--- src/rtl/fcfs_arb_pkg.sv ---
package fcfs_arb_pkg;

  // Index width for a channel count, never below one bit.
  function automatic int unsigned idx_w(input int unsigned n);
    return (n < 2) ? 1 : $clog2(n);
  endfunction

  typedef enum logic {
    GNT_IDLE = 1'b0,
    GNT_BUSY = 1'b1
  } gnt_state_e;

endpackage

--- src/rtl/fcfs_rst_sync.sv ---
module fcfs_rst_sync #(
  parameter int unsigned STAGES = 2
) (
  input  logic clk,
  input  logic rst_n,
  output logic rst_n_sync
);

  logic [STAGES-1:0] sync_q;

  always_ff @(posedge clk or negedge rst_n) begin
    if (!rst_n) sync_q <= '0;
    else        sync_q <= {sync_q[STAGES-2:0], 1'b1};
  end

  assign rst_n_sync = sync_q[STAGES-1];

endmodule

--- src/rtl/fcfs_age_tracker.sv ---
// Pending set plus a pairwise "older than" matrix.
// age_q[i][j] = 1 means channel i's request predates channel j's.
module fcfs_age_tracker #(
  parameter int unsigned NUM_CH = 12
) (
  input  logic              clk,
  input  logic              rst_ni,
  input  logic [NUM_CH-1:0] arrive,   // newly registered requests
  input  logic [NUM_CH-1:0] retire,   // channel granted at this edge
  output logic [NUM_CH-1:0] pending,
  output logic [NUM_CH-1:0] oldest
);

  logic [NUM_CH-1:0] pend_q, pend_d;
  logic [NUM_CH-1:0] age_q [NUM_CH];
  logic [NUM_CH-1:0] age_d [NUM_CH];
  logic              pend_en, age_en;

  // Next-state logic
  always_comb begin
    pend_d  = (pend_q & ~retire) | arrive;
    pend_en = |arrive | |retire;
    age_en  = |arrive;
    for (int i = 0; i < NUM_CH; i++) begin
      for (int j = 0; j < NUM_CH; j++) begin
        if (arrive[i])      age_d[i][j] = arrive[j] && (j > i);
        else if (arrive[j]) age_d[i][j] = pend_q[i];
        else                age_d[i][j] = age_q[i][j];
      end
    end
  end

  // Registers
  always_ff @(posedge clk or negedge rst_ni) begin
    if (!rst_ni) begin
      pend_q <= '0;
      age_q  <= '{default: '0};
    end else begin
      if (pend_en) pend_q <= pend_d;
      if (age_en)  age_q  <= age_d;
    end
  end

  // A pending channel is oldest when no other pending channel predates it.
  for (genvar gi = 0; gi < NUM_CH; gi++) begin : g_pick
    logic [NUM_CH-1:0] beaten_by;
    always_comb begin
      for (int j = 0; j < NUM_CH; j++) beaten_by[j] = pend_q[j] & age_q[j][gi];
    end
    assign oldest[gi] = pend_q[gi] & ~(|beaten_by);
  end

  assign pending = pend_q;

  assert_pick_onehot_R4: assert property (@(posedge clk) disable iff (!rst_ni)
    $onehot0(oldest));

  assert_pick_exists_R4: assert property (@(posedge clk) disable iff (!rst_ni)
    (|pend_q) |-> (|oldest));

  for (genvar ai = 0; ai < NUM_CH; ai++) begin : g_chk_row
    for (genvar aj = 0; aj < NUM_CH; aj++) begin : g_chk_col
      if (ai < aj) begin : g_tie
        assert_tie_low_first_R5: assert property (@(posedge clk) disable iff (!rst_ni)
          (arrive[ai] && arrive[aj]) |=> age_q[ai][aj]);
      end
      if (ai != aj) begin : g_behind
        assert_new_behind_pending_R8: assert property (@(posedge clk) disable iff (!rst_ni)
          (arrive[ai] && pend_q[aj] && !retire[aj]) |=> age_q[aj][ai]);
      end
    end
  end

endmodule

--- src/rtl/fcfs_onehot_enc.sv ---
module fcfs_onehot_enc #(
  parameter int unsigned WIDTH = 12,
  parameter int unsigned IDX_W = 4
) (
  input  logic [WIDTH-1:0] onehot,
  output logic [IDX_W-1:0] index
);

  always_comb begin
    index = '0;
    for (int k = 0; k < WIDTH; k++) begin
      if (onehot[k]) index = index | IDX_W'(k);
    end
  end

endmodule

--- src/rtl/fcfs_grant_reg.sv ---
module fcfs_grant_reg
  import fcfs_arb_pkg::*;
#(
  parameter int unsigned NUM_CH = 12
) (
  input  logic              clk,
  input  logic              rst_ni,
  input  logic [NUM_CH-1:0] oldest,
  input  logic              any_pending,
  input  logic              pkt_done,
  output logic [NUM_CH-1:0] gnt,
  output logic              gnt_valid,
  output logic [NUM_CH-1:0] take
);

  gnt_state_e        state_q, state_d;
  logic [NUM_CH-1:0] gnt_q, gnt_d;
  logic              load, clear, upd_en;

  // Next-state logic
  always_comb begin
    load    = any_pending && ((state_q == GNT_IDLE) || pkt_done);
    clear   = (state_q == GNT_BUSY) && pkt_done && !any_pending;
    upd_en  = load || clear;
    gnt_d   = gnt_q;
    state_d = state_q;
    if (load) begin
      gnt_d   = oldest;
      state_d = GNT_BUSY;
    end else if (clear) begin
      gnt_d   = '0;
      state_d = GNT_IDLE;
    end
    take = load ? oldest : '0;
  end

  // Registers
  always_ff @(posedge clk or negedge rst_ni) begin
    if (!rst_ni) begin
      state_q <= GNT_IDLE;
      gnt_q   <= '0;
    end else if (upd_en) begin
      state_q <= state_d;
      gnt_q   <= gnt_d;
    end
  end

  assign gnt       = gnt_q;
  assign gnt_valid = (state_q == GNT_BUSY);

  assert_gnt_onehot_R2: assert property (@(posedge clk) disable iff (!rst_ni)
    $onehot0(gnt_q));

  assert_gnt_held_R6: assert property (@(posedge clk) disable iff (!rst_ni)
    (gnt_valid && !pkt_done) |=> $stable(gnt_q));

  assert_handoff_R7: assert property (@(posedge clk) disable iff (!rst_ni)
    (gnt_valid && pkt_done && any_pending) |=> gnt_valid);

  assert_idle_done_R9: assert property (@(posedge clk) disable iff (!rst_ni)
    (!gnt_valid && !any_pending) |=> !gnt_valid);

endmodule

--- src/rtl/fcfs_chan_arbiter.sv ---
module fcfs_chan_arbiter
  import fcfs_arb_pkg::*;
#(
  parameter int unsigned NUM_CH = 12,
  localparam int unsigned IDX_W = idx_w(NUM_CH)
) (
  input  logic              clk,
  input  logic              rst_n,
  input  logic [NUM_CH-1:0] req,
  input  logic              pkt_done,
  output logic [NUM_CH-1:0] gnt,
  output logic              gnt_valid,
  output logic [IDX_W-1:0]  gnt_idx
);

  logic              rst_ni;
  logic [NUM_CH-1:0] pending, oldest, arrive, take;

  fcfs_rst_sync #(.STAGES(2)) u_rst (
    .clk        (clk),
    .rst_n      (rst_n),
    .rst_n_sync (rst_ni)
  );

  // A request registers once: not while pending, not while its channel holds the grant.
  assign arrive = req & ~pending & ~gnt;

  fcfs_age_tracker #(.NUM_CH(NUM_CH)) u_age (
    .clk     (clk),
    .rst_ni  (rst_ni),
    .arrive  (arrive),
    .retire  (take),
    .pending (pending),
    .oldest  (oldest)
  );

  fcfs_grant_reg #(.NUM_CH(NUM_CH)) u_gnt (
    .clk         (clk),
    .rst_ni      (rst_ni),
    .oldest      (oldest),
    .any_pending (|pending),
    .pkt_done    (pkt_done),
    .gnt         (gnt),
    .gnt_valid   (gnt_valid),
    .take        (take)
  );

  fcfs_onehot_enc #(.WIDTH(NUM_CH), .IDX_W(IDX_W)) u_enc (
    .onehot (gnt),
    .index  (gnt_idx)
  );

  assert_idx_matches_R2: assert property (@(posedge clk) disable iff (!rst_ni)
    gnt_valid |-> (gnt == (NUM_CH'(1) << gnt_idx)));

  assert_no_grant_in_reset_R1: assert property (@(posedge clk)
    !rst_ni |-> (gnt == '0));

endmodule

--- config.mk ---
export PLATFORM = sky130hd
export DESIGN_NAME = fcfs_chan_arbiter
export DESIGN_NICKNAME = d
export VERILOG_FILES = /design/src/rtl/fcfs_arb_pkg.sv /design/src/rtl/fcfs_rst_sync.sv /design/src/rtl/fcfs_age_tracker.sv /design/src/rtl/fcfs_onehot_enc.sv /design/src/rtl/fcfs_grant_reg.sv /design/src/rtl/fcfs_chan_arbiter.sv
export SDC_FILE = /design/constraint.sdc
export NUM_CORES = 1
export LEC_CHECK = 0
export BUFFER_PORTS_ARGS = -buffer_cell sky130_fd_sc_hd__buf_2
export CORE_ASPECT_RATIO = 1.4
export CORE_UTILIZATION = 55
export DETAILED_ROUTE_END_ITERATION = 8
export PLACE_DENSITY = 0.85
export SYNTH_ARGS = -nofsm -noshare
export SYNTH_HDL_FRONTEND = slang
export SYNTH_HIERARCHICAL = 1
export SYNTH_SLANG_ARGS = --single-unit
--- constraint.sdc ---
create_clock -name clk -period 4.4 [get_ports clk]
set_input_delay 0.22 -clock clk [delete_from_list [all_inputs] [get_ports clk]]
set_output_delay 0.22 -clock clk [all_outputs]
set_load 0.02 [all_outputs]
Word level (Yosys, flattened, before mapping)
Cells that the tools add are included.
{ "word_totals": {"input_bits": 15, "out_inout_bits": 17, "reg_bits": 159, "elab_cells": 736} }
{ "classes": {"reduce_logical": 155, "bitwise": 165, "muxes": 280} }
{ "op_table": {"columns": ["operator", "n"], "rows": [
  ["two-way mux 1 bit", 267],
  ["bitwise AND 1 bit", 144],
  ["AND reduction 2 bit", 67],
  ["nonzero test 2 bit", 67],
  ["OR reduction 11 bit", 12],
  ["bitwise AND 12 bit", 3],
  ["two-way mux 12 bit", 3],
  ["NOT 12 bit", 3],
  ["OR reduction 12 bit", 3],
  ["two-way mux 4 bit", 4],
  ["NOT 1 bit", 13],
  ["two-way mux 3 bit", 4],
  ["OR 12 bit", 1],
  ["two-way mux 2 bit", 2],
  ["logical AND 1 bit", 3],
  ["logical OR 1 bit", 2],
  ["logical NOT 1 bit", 1],
  ["OR 1 bit", 1]
]} }

Longest topological paths before layout
{ "logic_depth": {"word_depth": 11, "mapped_depth": 8, "depth_no_buf": 6} }

By module
Netlist, hierarchy kept.
{ "modules_own_cells": {"columns": ["mod", "instances", "seq_area_each_um2", "cells_per_inst", "area_per_inst_um2"], "rows": [
  ["fcfs_age_tracker", 1, 3603.5, 634, 6617.6],
  ["fcfs_grant_reg", 1, 325.3, 83, 862.1],
  ["fcfs_chan_arbiter", 1, 0.0, 16, 113.9],
  ["fcfs_rst_sync", 1, 50.0, 3, 53.8],
  ["fcfs_onehot_enc", 1, 0.0, 7, 38.8]
]} }

Worst setup path after synthesis
Ideal clock, no wire load.
{ "synth_timing": {"kind": "register -> register", "startpoint": "reg u_age.pend_q[4] (netlist: u_age/pending[4])", "endpoint": "reg u_age.pend_q[5] (netlist: u_age/pending[5])", "arrival_time_ps": 1469, "setup_time_ps": 118, "slack_ps": 2813, "stages_incl_launch_ff": 9, "n_path_buf": 2, "cell_sequence": "dfrtp_1 buf_6 buf_6 a22oi_1 nand2_1 nor3_1 and3_1 inv_1 a21o_1"} }
{ "synth_between": {"elab_chain_len": 8} }
{ "synth_lines": {"columns": ["element", "line", "rtl"], "rows": [
  ["start: declaration", "fcfs_age_tracker.sv:14", "logic [NUM_CH-1:0] pend_q, pend_d;"],
  ["start signal: assignment", "fcfs_age_tracker.sv:39", "if (pend_en) pend_q <= pend_d;"],
  ["bitwise AND 1 bit (*)", "fcfs_age_tracker.sv:48", "for (int j = 0; j < NUM_CH; j++) beaten_by[j] = pend_q[j] & age_q[j][gi];"],
  ["OR reduction 11 bit (*)", "fcfs_age_tracker.sv:50", "assign oldest[gi] = pend_q[gi] & ~(|beaten_by);"],
  ["NOT 1 bit (*)", "fcfs_age_tracker.sv:50", null],
  ["bitwise AND 1 bit (*)", "fcfs_age_tracker.sv:50", null],
  ["net oldest[5]", "fcfs_chan_arbiter.sv:17", "logic [NUM_CH-1:0] pending, oldest, arrive, take;"],
  ["two-way mux 12 bit (*)", "fcfs_grant_reg.sv:34", "take = load ? oldest : '0;"],
  ["net take[5]", "fcfs_chan_arbiter.sv:17", null],
  ["parallel branches: the longest is 3 deep, another holds OR reduction 12 bit", null, null]
]} }
Mark *: on every way through the listed nets, which the timed path passes.
A chain may end at the register's enable or synchronous reset.

Worst setup path in the final report
{ "layout_timing": {"startpoint": "reg u_age.pend_q[7] (netlist: u_age/pending[7])", "endpoint": "reg u_gnt.gnt_q[3] (netlist: u_gnt/gnt[3])"} }
{ "layout_between": {"elab_chain_len": 5} }
{ "layout_lines": {"columns": ["element", "line", "rtl"], "rows": [
  ["bitwise AND 1 bit / OR reduction 12 bit (equally long branches)", "fcfs_age_tracker.sv:48, fcfs_chan_arbiter.sv:41", null],
  ["OR reduction 11 bit / logical NOT 1 bit (equally long branches)", "fcfs_age_tracker.sv:50, fcfs_grant_reg.sv:23", null],
  ["NOT 1 bit / logical AND 1 bit (equally long branches)", "fcfs_age_tracker.sv:50, fcfs_grant_reg.sv:23", null],
  ["bitwise AND 1 bit, or another cell as far along", "fcfs_age_tracker.sv:50", null],
  ["two-way mux 12 bit / AND reduction 2 bit (equally long branches)", null, null],
  ["end signal: assignment", "fcfs_grant_reg.sv:44", "gnt_q <= gnt_d;"],
  ["end: declaration", "fcfs_grant_reg.sv:17", "logic [NUM_CH-1:0] gnt_q, gnt_d;"]
]} }
Several ways; a longest one is shown, not always the timed one.

==> metrics.csv <==
stage,metric,value,unit
sta,Final Cycle Share,54.5,%
worst_setup_path,Slowest Stage Delay on Critical Path,1.02,ns
synth,number of synthesized flops with an enable pin,0,
clock_tree,TritonCTS Buffers,17,
synth,synth unique cells,29,
die,Die ar.,14500,sq um
run,max_cap viols,0,
sta,Pins Over Slew Limit,0,
hold_path,Worst Hold Class,in2async,
final_layout,Antenna diodes,0,
die,Starting Density,56.9,%
sta,normalized max-slew margin,30.9,%
clock_tree,Resized cells post-CTS,0,
sta,skew final,0.00662,ns
synth,Yosys top cell area share,51.8,%
placement,GP Congestion,0.850,
worst_setup_path,RR Startpoint,u_age/pending[7]$_DFFE_PN0P_,
synth,Post-Syn Nets,758,
clock_tree,hold buffers post-CTS,1,
die,total core area,13500,sq um
worst_setup_path,CP Data Arrival Time,2.67,ns
die,row cnt,50,
clock_tree,# clock sinks,159,
route,final wirelength,21200,microns
synth,asr flop ratio synth,100,%
grt,first-pass GRT wire length,33400,microns
route,antenna-violating nets left,0,
final_layout,synthesis-to-layout area growth,9.25,%
route,Post-route DRC,0,
final_layout,"most common cell after layout, fill and taps aside",dfrtp_1,
worst_setup_path,cells along the critical path,nor4_1 -> nand3_1 -> buf_4 -> mux2i_1 -> o221ai_2,
route,drt pass-1 iters,6,
sta,Final Critical Period,2.40,ns
outcome,status,finished clean,
synth,"flops & latches, synth",159,
final_layout,Layout Nets,753,
clock_tree,Root Buffer Master,clkbuf_16,
worst_setup_path,worst r2r path cells,5,
grt,gr ovfl total,0,
worst_setup_path,critical path launch point type,flip-flop,
worst_setup_path,reg2reg end,u_gnt/gnt[3]$_DFFE_PN0P_,
route,WL per Instance,22.7,microns
placement,Port-buffer cells,31,
synth,Mapped Area,7690,sq um
sta,fmax,417,MHz
synth,Main synth FF type,dfrtp_1,
final_layout,layout cell share with drive strength beyond 1,13.4,%
grt,initial antenna violation count,0,
route,DR vias/cell,6.67,
clock_tree,# Post-CTS Setup Buffers,0,
clock_tree,CTS HTree Levels,4,
synth,sequential-to-total area share from yosys stat,51.8,%
final_layout,Fillers,979,
placement,Final HPWL DP,12400,microns
sta,actual slew at the worst max-slew pin,1.04,ns
grt,largest net degree at the start of global routing,79,
power_and_ir_drop,PD cells,762,nW/um^2
grt,GR Util All Layers,31.0,%
synth,synthesized area per cell,10.3,sq um
clock_tree,clock slew at reported path FFs,0.06,ns
sta,total negative slack,0,ns
worst_setup_path,Worst Setup End Kind,flip-flop,
sta,final-report hold violation count,0,
worst_setup_path,crit path kind,reg2reg,
power_and_ir_drop,VDD IR max,0.337,mV
clock_tree,clock buffer depth,2,
worst_setup_path,r2r setup slk,2.00,ns
grt,vias in the first global route,6421,
final_layout,"commonest non-fill, non-tap cells in the layout","158 x dfrtp_1, 126 x nor2_1, 78 x mux2i_1, 60 x a22oi_1, 53 x a22o_1",
synth,Post-Syn Instances,743,
synth,Yosys warning count,6,
clock_tree,CTS tree,built,
synth,largest area contributor in the netlist,dfrtp_1,
worst_setup_path,Worst path slowest cell,dfrtp_1,
die,Top Ports,32,
die,die width,102,microns
route,1st-iter DRT viols,851,
power_and_ir_drop,P_leak,3.79,nW
worst_setup_path,Required @ worst endpoint,4.67,ns
power_and_ir_drop,PnR Total Power,0.00640,W
die,Die Ht,142,microns
synth,synth top area cells,"dfrtp_1 52%, mux2i_1 10%, nor2_1 6.2%",
clock_tree,Worst-Skew Late Latency,0.43,ns
route,total number of vias,6226,
sta,"Setup violations, final",0,
sta,RSZ-0062 raised after global routing,no,
worst_setup_path,Worst Path Max Fanout,37,
-- where the power goes --
group / internal, W / switching, W
combinational: 0.000922 / 0.00120
clock: 0.000882 / 0.000604
sequential: 0.00210 / 0.000697
-- area by class of cell --
type | instances | area (sq um) | share of cell area, %
Sequential cell | 159 | 3980 | 47.4
Clock inverter | 12 | 134 | 1.59
Timing Repair Buffer | 49 | 293 | 3.49
Multi-Input combinational cell | 483 | 3190 | 38.0
Clock buffer | 20 | 467 | 5.56
Inverter | 28 | 105 | 1.25
Tap cell | 182 | 228 | 2.71
-- critical path: cells and delay by family, from the launching register on --
kind                   cells  cell delay, ns
multiplexers               1            0.33
AO/OA/AOI/OAI              1            0.15
flip-flops                 1            1.02
AND/OR/NAND/NOR            2            0.30
buffers and inverters      1            0.42
-- cells by family (layout without fill, tap and decap cells) --
family                 Yosys count  count (layout)  share of synthesized area [%]
DFF                            159             159                           51.8
AOI/OAI and AO/OA              161             161                           16.5
buffers and inverters          101             109                           7.54
muxes                           78              78                           10.2
and+or+nand+nor                243             243                           14.0
other                            1               1                         0.0488
-- sequential cells by signal, indices dropped and copies added, names as in the netlist --
name,count
u_gnt/gnt,12
u_gnt/gnt_valid,1
u_age/pending,12
u_age/age_q,132
u_rst/sync_q,2
-- routing by layer --
layer	global-route usage, %	share of wire [%]
met5	0	0
met4	23.1	6.3
met3	8.33	10
met2	47.8	48
met1	36.8	36
-- worst max path at each step --
stage / from / endpoint / slack [ns] / cells past startpoint
floorplan: u_rst/sync_q[1]$_DFF_PN0_ / u_age/age_q[0]$_DFFE_PN0P_ / 1.77 / 0
global placement: u_age/pending[7]$_DFFE_PN0P_ / u_age/pending[5]$_DFFE_PN0P_ / 2.21 / 6
detailed placement: u_age/pending[7]$_DFFE_PN0P_ / u_gnt/gnt[3]$_DFFE_PN0P_ / 2.13 / 5
CTS: u_age/pending[7]$_DFFE_PN0P_ / u_gnt/gnt[3]$_DFFE_PN0P_ / 2.04 / 5
global route: u_age/pending[9]$_DFFE_PN0P_ / u_gnt/gnt[10]$_DFFE_PN0P_ / 1.91 / 5
finish: u_age/pending[7]$_DFFE_PN0P_ / u_gnt/gnt[3]$_DFFE_PN0P_ / 2.00 / 5
-- cell usage after synthesis (15+ instances only) --
cell and n:
nor2_1 126, mux2i_1 78, inv_1 28, buf_6 15
a22o_1 53, buf_2 44, nand2_1 41, a21oi_1 22
dfrtp_1 159, nand3_1 25, a22oi_1 60
-- stage by stage --
stage	hold WS [ns]	area (sq um)	setup WS, ns	instances	util (%)
2_1_floorplan	-0.0756	7690	1.77	743	-
3_3_place_gp	0.00977	7790	2.21	900	57.6
3_5_place_dp	0.0106	7790	2.13	900	57.6
4_1_cts	0.0841	8400	2.04	933	62.1
5_1_grt	0.101	8400	1.91	933	62.1
6_report	0.0968	8400	2.00	933	62.1
No activity file was read; power rests on OpenSTA's default activity.
